[src/rtl/sdram_guard_pkg.sv]
package sdram_guard_pkg;

   typedef enum logic [3:0] {
      CMD_NOP  = 4'd0,
      CMD_ACT  = 4'd1,
      CMD_RD   = 4'd2,
      CMD_RDA  = 4'd3,
      CMD_WR   = 4'd4,
      CMD_WRA  = 4'd5,
      CMD_PRE  = 4'd6,
      CMD_PALL = 4'd7,
      CMD_REF  = 4'd8,
      CMD_SREF = 4'd9,
      CMD_MRS  = 4'd10,
      CMD_BST  = 4'd11,
      CMD_PDN  = 4'd12
   } cmd_e;

   typedef enum logic [2:0] {
      BK_IDLE   = 3'd0,
      BK_ACTIVE = 3'd1,
      BK_READ   = 3'd2,
      BK_WRITE  = 3'd3,
      BK_PRECH  = 3'd4
   } bank_e;

   typedef enum logic [3:0] {
      ERR_NONE     = 4'd0,
      ERR_ACT_OPEN = 4'd1,
      ERR_IDLE_RW  = 4'd2,
      ERR_RCD      = 4'd3,
      ERR_RAS      = 4'd4,
      ERR_BUSY     = 4'd5,
      ERR_PDN      = 4'd6,
      ERR_SREF     = 4'd7,
      ERR_REF      = 4'd8,
      ERR_MRS      = 4'd9
   } err_e;

endpackage

[src/rtl/sdram_cmd_decode.sv]
module sdram_cmd_decode
   import sdram_guard_pkg::*;
(
   input  logic cs_n,
   input  logic ras_n,
   input  logic cas_n,
   input  logic we_n,
   input  logic cke,
   input  logic cke_q,
   input  logic ap,
   output cmd_e cmd
);

   always_comb begin
      cmd = CMD_NOP;
      if (cke_q && !cke) begin
         // falling clock enable: self-refresh pattern or power-down / suspend
         if (!cs_n && !ras_n && !cas_n && we_n) cmd = CMD_SREF;
         else                                   cmd = CMD_PDN;
      end else if (cke && !cs_n) begin
         case ({ras_n, cas_n, we_n})
            3'b011:  cmd = CMD_ACT;
            3'b101:  cmd = ap ? CMD_RDA  : CMD_RD;
            3'b100:  cmd = ap ? CMD_WRA  : CMD_WR;
            3'b010:  cmd = ap ? CMD_PALL : CMD_PRE;
            3'b001:  cmd = CMD_REF;
            3'b000:  cmd = CMD_MRS;
            3'b110:  cmd = CMD_BST;
            default: cmd = CMD_NOP;
         endcase
      end
   end

endmodule

[src/rtl/sdram_bank_track.sv]
module sdram_bank_track
   import sdram_guard_pkg::*;
#(
   parameter int T_RCD     = 2,
   parameter int T_RAS     = 4,
   parameter int T_RP      = 2,
   parameter int BURST_LEN = 4
) (
   input  logic  clk,
   input  logic  rst_n,
   input  logic  advance,
   input  logic  hit,
   input  cmd_e  cmd,
   output bank_e state_o,
   output err_e  err_o,
   output logic  idle_o,
   output logic  burst_o
);

   localparam int MAX_A = (T_RCD > T_RAS) ? T_RCD : T_RAS;
   localparam int MAX_B = (T_RP > BURST_LEN) ? T_RP : BURST_LEN;
   localparam int MAXV  = (MAX_A > MAX_B) ? MAX_A : MAX_B;
   localparam int CNT_W = $clog2(MAXV + 1);

   initial begin
      assert (T_RCD >= 1 && T_RAS >= 1 && T_RP >= 1 && BURST_LEN >= 1)
         else $error("bank tracker: every timing parameter must be at least 1");
   end

   bank_e            state;
   logic [CNT_W-1:0] rcd_cnt, ras_cnt, gp_cnt;
   logic             ap_q;
   logic             is_act, is_rw, is_pre, is_open, prech_busy;
   err_e             err;

   assign is_act     = (cmd == CMD_ACT);
   assign is_rw      = (cmd == CMD_RD) || (cmd == CMD_RDA) || (cmd == CMD_WR) || (cmd == CMD_WRA);
   assign is_pre     = (cmd == CMD_PRE) || (cmd == CMD_PALL);
   assign is_open    = (state == BK_ACTIVE) || (state == BK_READ) || (state == BK_WRITE);
   assign prech_busy = (state == BK_PRECH) && (gp_cnt != '0);
   assign idle_o     = (state == BK_IDLE) || ((state == BK_PRECH) && (gp_cnt == '0));
   assign burst_o    = (state == BK_READ) || (state == BK_WRITE);
   assign state_o    = state;
   assign err_o      = err;

   always_comb begin
      err = ERR_NONE;
      if (hit && advance) begin
         if (is_act) begin
            if (prech_busy)   err = ERR_BUSY;
            else if (is_open) err = ERR_ACT_OPEN;
         end else if (is_rw) begin
            if (prech_busy)             err = ERR_BUSY;
            else if (idle_o)            err = ERR_IDLE_RW;
            else if (rcd_cnt != '0)     err = ERR_RCD;
         end else if (is_pre) begin
            if (is_open && ras_cnt != '0) err = ERR_RAS;
         end
      end
   end

   always_ff @(posedge clk) begin
      if (!rst_n) begin
         state   <= BK_IDLE;
         rcd_cnt <= '0;
         ras_cnt <= '0;
         gp_cnt  <= '0;
         ap_q    <= 1'b0;
      end else if (advance) begin
         if (rcd_cnt != '0) rcd_cnt <= rcd_cnt - 1'b1;
         if (ras_cnt != '0) ras_cnt <= ras_cnt - 1'b1;
         if (gp_cnt  != '0) gp_cnt  <= gp_cnt  - 1'b1;
         if (hit && err == ERR_NONE && is_act && idle_o) begin
            state   <= BK_ACTIVE;
            rcd_cnt <= CNT_W'(T_RCD - 1);
            ras_cnt <= CNT_W'(T_RAS - 1);
         end else if (hit && err == ERR_NONE && is_rw && is_open) begin
            state  <= ((cmd == CMD_RD) || (cmd == CMD_RDA)) ? BK_READ : BK_WRITE;
            gp_cnt <= CNT_W'(BURST_LEN - 1);
            ap_q   <= (cmd == CMD_RDA) || (cmd == CMD_WRA);
         end else if (hit && err == ERR_NONE && is_pre && is_open) begin
            state  <= BK_PRECH;
            gp_cnt <= CNT_W'(T_RP - 1);
         end else if (hit && cmd == CMD_BST && burst_o) begin
            state <= BK_ACTIVE;
         end else if (burst_o && gp_cnt == '0) begin
            if (ap_q) begin
               state  <= BK_PRECH;
               gp_cnt <= CNT_W'(T_RP - 1);
            end else begin
               state <= BK_ACTIVE;
            end
         end else if (state == BK_PRECH && gp_cnt == '0) begin
            state <= BK_IDLE;
         end
      end
   end

endmodule

[src/rtl/sdram_cmd_guard.sv]
module sdram_cmd_guard
   import sdram_guard_pkg::*;
#(
   parameter int ADDR_W    = 12,
   parameter int T_RCD     = 2,
   parameter int T_RAS     = 4,
   parameter int T_RP      = 2,
   parameter int BURST_LEN = 4
) (
   input  logic              clk,
   input  logic              rst_n,
   input  logic              cs_n,
   input  logic              ras_n,
   input  logic              cas_n,
   input  logic              we_n,
   input  logic              cke,
   input  logic [ADDR_W-1:0] addr,
   output logic [3:0]        cmd_code_o,
   output logic              err_o,
   output logic [3:0]        err_code_o,
   output logic [2:0]        bank0_state_o,
   output logic [2:0]        bank1_state_o
);

   localparam int BANK_BIT  = ADDR_W - 1;
   localparam int AP_BIT    = ADDR_W - 2;
   localparam int NUM_BANKS = 2;

   initial begin
      assert (ADDR_W >= 3) else $error("guard: address needs bank, flag and at least one more bit");
   end

   logic                 cke_q;
   cmd_e                 cmd;
   logic                 bank_cmd;
   bank_e                bk_state [NUM_BANKS];
   err_e                 bk_err   [NUM_BANKS];
   logic [NUM_BANKS-1:0] bk_idle, bk_burst;
   logic                 all_idle, any_burst;
   err_e                 err_next;
   logic                 unused_addr;

   assign unused_addr = ^addr[AP_BIT-1:0];

   sdram_cmd_decode i_decode (
      .cs_n  (cs_n),
      .ras_n (ras_n),
      .cas_n (cas_n),
      .we_n  (we_n),
      .cke   (cke),
      .cke_q (cke_q),
      .ap    (addr[AP_BIT]),
      .cmd   (cmd)
   );

   assign bank_cmd = (cmd == CMD_ACT) || (cmd == CMD_RD) || (cmd == CMD_RDA) ||
                     (cmd == CMD_WR)  || (cmd == CMD_WRA) || (cmd == CMD_PRE);

   for (genvar b = 0; b < NUM_BANKS; b++) begin : g_bank
      logic hit;
      assign hit = (cmd == CMD_PALL) || (cmd == CMD_BST) ||
                   (bank_cmd && (addr[BANK_BIT] == 1'(b)));
      sdram_bank_track #(
         .T_RCD     (T_RCD),
         .T_RAS     (T_RAS),
         .T_RP      (T_RP),
         .BURST_LEN (BURST_LEN)
      ) i_track (
         .clk     (clk),
         .rst_n   (rst_n),
         .advance (cke),
         .hit     (hit),
         .cmd     (cmd),
         .state_o (bk_state[b]),
         .err_o   (bk_err[b]),
         .idle_o  (bk_idle[b]),
         .burst_o (bk_burst[b])
      );
   end

   assign all_idle  = &bk_idle;
   assign any_burst = |bk_burst;

   always_comb begin
      case (cmd)
         CMD_PDN:  err_next = (all_idle || any_burst) ? ERR_NONE : ERR_PDN;
         CMD_SREF: err_next = all_idle ? ERR_NONE : ERR_SREF;
         CMD_REF:  err_next = all_idle ? ERR_NONE : ERR_REF;
         CMD_MRS:  err_next = all_idle ? ERR_NONE : ERR_MRS;
         default:  err_next = (bk_err[0] != ERR_NONE) ? bk_err[0] : bk_err[1];
      endcase
   end

   always_ff @(posedge clk) begin
      if (!rst_n) begin
         cke_q      <= 1'b1;
         cmd_code_o <= 4'd0;
         err_o      <= 1'b0;
         err_code_o <= 4'd0;
      end else begin
         cke_q      <= cke;
         cmd_code_o <= cmd;
         err_o      <= (err_next != ERR_NONE);
         err_code_o <= err_next;
      end
   end

   assign bank0_state_o = bk_state[0];
   assign bank1_state_o = bk_state[1];

endmodule

[config.mk]
export PLATFORM = sky130hd
export DESIGN_NAME = sdram_cmd_guard
export DESIGN_NICKNAME = d
export VERILOG_FILES = /design/src/rtl/sdram_guard_pkg.sv /design/src/rtl/sdram_cmd_decode.sv /design/src/rtl/sdram_bank_track.sv /design/src/rtl/sdram_cmd_guard.sv
export SDC_FILE = /design/constraint.sdc
export NUM_CORES = 1
export LEC_CHECK = 0
export ABC_AREA = 1
export BUFFER_PORTS_ARGS = -buffer_cell sky130_fd_sc_hd__clkbuf_2
export CAP_MARGIN = 20
export CORE_UTILIZATION = 40
export DETAILED_ROUTE_END_ITERATION = 8
export GPL_ROUTABILITY_DRIVEN = 0
export GPL_TIMING_DRIVEN = 0
export PLACE_DENSITY = 0.63
export SKIP_CTS_REPAIR_TIMING = 1
export SLEW_MARGIN = 15
export SYNTH_ARGS = -nofsm -noshare
export SYNTH_HDL_FRONTEND = slang
export SYNTH_HIERARCHICAL = 1
export SYNTH_SLANG_ARGS = --single-unit
[constraint.sdc]
create_clock -name clk -period 3.3 [get_ports clk]
set_clock_uncertainty 0.15 [all_clocks]
set_input_delay 0.66 -clock clk [delete_from_list [all_inputs] [get_ports clk]]
set_output_delay 0.66 -clock clk [all_outputs]
set_load 0.05 [all_outputs]
==> summary.md <==
| Metric | Value |
|---|---|
| Status | `finished, final reports clean` |
| I/O Buffers | `23` |
| Avg WL per Cell | `11.5 um` |
| Number of antenna diodes | `0` |
| Met2 wire len | `3180 um` |
| Seq cells post-synth | `36` |
| H-tree depth | `2` |
| CP Cell Sequence | `buf_12 -> inv_1 -> nor2_4 -> nand3_1 -> nor2_4 -> nor2_1 -> o31ai_2 -> inv_1 -> o21ai_2 -> nand2_1 -> inv_1 -> nand2_1 -> nand2_1 -> nand2_1 -> inv_2 -> nor2_4 -> nand3_4 -> nand2_2 -> o21bai_2 -> and2_4 -> nor2_2` |
| CP top delay family | `simple AND/OR/NAND/NOR gates` |
| Vias in the first global route | `2513` |
| Crit Path Class | `in -> reg` |
| Synthesized Nets | `475` |
| Synth warnings | `6` |
| Worst path arrival time | `3.06 ns` |
| Skew-Pair Late Insertion Delay | `0.29 ns` |
| Total of max-cap violations | `0` |
| Bufs on Longest Clock Path | `2` |
| Met3 WL | `209 um` |
| Hold crit path type | `reg -> reg` |
| GRT Residual Overflow | `0` |
| Syn Area/Cell | `6.27 um^2` |
| Residual DRC | `0` |
| Clock-pin transition on the worst setup and hold timing paths | `0.08 ns` |
| Final Critical Period | `3.02 ns` |
| Fillers | `688` |
| Setup WS post-layout | `0.284 ns` |
| Detailed Routing Iterations Pass 1 | `5` |
| Die X | `85.4 um` |
| Fraction of layout cells with a size suffix above 1 | `0.250` |
| DR top layer | `met4` |
| Post-DP HPWL | `4740 um` |
| CP endpoint kind | `register` |
| Post-synthesis cell area | `2780 um^2` |
| Post-DR vias/cell | `4.93` |
| Row count | `30` |
| Clock sink total | `36` |
| Setup crit start kind | `input pin` |
| CP max stage delay | `0.29 ns` |
| CP required | `3.34 ns` |
| Pin count of the biggest net entering global routing | `19` |
| Die area | `7300 um^2` |
| Gr usage total | `0.184` |
| Library cells used by synthesis | `33` |
| Core area | `6760 um^2` |
| Die Ht | `85.4 um` |
| Sequential area share after synthesis | `0.259` |
| Commonest non-fill, non-tap cell in the layout | `nand2_1` |
| Pwr/cell area | `509 nW/um^2` |
| Nets | `522` |
| Buffers and inverters on the worst path | `5` |
| Final wirelength | `6590 um` |
| First-pass GRT wire length | `11000 um` |
| Ports | `34` |
| Vias post-DR | `2822` |
| Peak VDD IR | `0.138 mV` |
| CTS buffer count | `5` |
| Metal-1 WL | `3130 um` |
| Worst-path fanout max | `18` |
| Fin. Hold Viols | `0` |
| Clk root buf | `clkbuf_8` |
| Remaining antenna violation count | `0` |
| Synthesized instance count | `444` |
| Initial antenna violation count | `0` |
| Most frequent cells in the layout | `105 x nand2_1, 85 x inv_1, 36 x nor2_1, 36 x dfxtp_1, 27 x a21oi_1` |
| Lkg Pwr | `1.72 nW` |
| Final Max Slew Viols | `0` |
| Area Growth Syn to Fin | `20.0%` |
| Slowest CP cell | `o31ai_2` |
| Worst path most repeated cell | `nand2_1` |
| Initial drt markers | `137` |
| CTS tree | `built` |
| Count of final setup violators | `0` |
| Final period utilization | `0.914` |
| Dpl ws | `-0.936 ns` |
| Initial core utilization | `0.412` |
| Max Fclk | `332 MHz` |
| TNS Setup | `0 ns` |
[sequential cells by signal, indices dropped and copies added, names as in the netlist]
register / flops
g_bank.i_track/gp_cnt: 6
g_bank.i_track/ap_q: 2
g_bank.i_track/ras_cnt: 6
cke_q: 1
err_o: 1
cmd_code_o: 4
err_code_o: 4
g_bank.i_track/rcd_cnt: 6
g_bank.i_track/state_o: 6
[cells in the mapped netlist]
| cell | instances | share of area |
|---|---|---|
| nor2_4 | 7 | 0.028 |
| or2_2 | 1 | 0.0022 |
| ha_1 | 12 | 0.054 |
| nor2_1 | 41 | 0.055 |
| or2_0 | 1 | 0.0022 |
| nand3_1 | 22 | 0.040 |
| xnor2_1 | 2 | 0.0063 |
| and2_4 | 2 | 0.0063 |
| o22ai_1 | 1 | 0.0022 |
| o21ai_0 | 15 | 0.027 |
| nor4_1 | 4 | 0.0090 |
| o21bai_2 | 2 | 0.0081 |
| dfxtp_1 | 36 | 0.26 |
| nor2_2 | 7 | 0.016 |
| nand2_1 | 107 | 0.14 |
| nand3_2 | 6 | 0.022 |
| conb_1 | 2 | 0.0027 |
| or2_4 | 1 | 0.0031 |
| inv_1 | 85 | 0.11 |
| buf_4 | 2 | 0.0054 |
| xor2_1 | 6 | 0.019 |
| a21oi_2 | 2 | 0.0063 |
| nand2_4 | 3 | 0.012 |
| o21ai_2 | 2 | 0.0063 |
| inv_2 | 10 | 0.013 |
| o31ai_1 | 1 | 0.0027 |
| nand4_1 | 8 | 0.018 |
| o311ai_0 | 2 | 0.0063 |
| nand4_2 | 2 | 0.0090 |
| nor3_1 | 5 | 0.0090 |
| a21oi_1 | 28 | 0.050 |
| nand2_2 | 15 | 0.034 |
| o21ai_1 | 4 | 0.0072 |
[layer usage]
layer / track usage / vias up
met5: 0 / -
met4: 0.0439 / 0
met3: 0.0263 / 7
met2: 0.310 / 53
met1: 0.249 / 1294
li1: - / 1468
[worst register-to-register path, stage by stage, from the launching register on]
cell,delay (ns)
dfxtp_1,0.32
inv_1,0.07
nor2_1,0.12
o21ai_1,0.12
nand2_4,0.13
buf_4,0.13
nor2_2,0.05
o21ai_1,0.19
nand2_1,0.16
nand2_1,0.12
inv_1,0.06
nand2_1,0.08
nand2_1,0.05
nand2_1,0.07
inv_2,0.05
nor2_4,0.15
nand4_4,0.18
inv_1,0.15
nand2_1,0.07
nand3_1,0.10
nor2_1,0.04
nor2_1,0.10
[cells by family after synthesis]
logic type	synth area share
buf+inv	0.133
compound gates	0.116
flops	0.259
other cells	0.00270
fa+ha+maj	0.0539
simple gates	0.409
xor+xnor	0.0252
[report_power, final]
group	switching, mW	total [mW]	internal (mW)
sequential	0.0485	0.575	0.527
clock	0.173	0.320	0.147
combinational	0.498	0.804	0.306
total	0.719	1.70	0.980
[area by class of cell]
type / count / area (um^2) / share of cell area
Clock buffer: 5 / 68.8 / 0.0206
Timing Repair Buffer: 40 / 258 / 0.0772
Sequential cell: 36 / 721 / 0.216
Clock inverter: 3 / 18.8 / 0.00562
Tap cell: 80 / 100 / 0.0300
Buffer: 2 / 15.0 / 0.00449
Multi-Input combinational cell: 311 / 1800 / 0.540
Inverter: 95 / 357 / 0.107
[stage by stage]
stage | utilization | instance area, um^2 | hold slack [ns] | cells | power, mW
after floorplan | - | 2780 | 0.295 | 444 | 1.19
after global placement | 0.444 | 3000 | 0.315 | 547 | 1.32
after detailed placement | 0.444 | 3000 | 0.326 | 547 | 1.34
after CTS | 0.457 | 3090 | 0.338 | 555 | 1.67
after global routing | 0.494 | 3340 | 0.374 | 572 | 1.87
final | 0.494 | 3340 | 0.332 | 572 | 1.70
[final timing paths]
| path | start | to | slack [ns] | cells after the start |
|---|---|---|---|---|
| worst min register to register | g_bank[0].i_track/rcd_cnt[1] | g_bank[0].i_track/rcd_cnt[1] | 0.33 | 2 |
| worst max register to register | cke_q | g_bank[1].i_track/state_o[0] | 0.59 | 21 |
| worst min-delay path | g_bank[0].i_track/rcd_cnt[1] | g_bank[0].i_track/rcd_cnt[1] | 0.33 | 2 |
| worst max-delay path | cke | g_bank[0].i_track/state_o[2] | 0.28 | 21 |
Note: power is estimated with default switching activity, not from simulation.
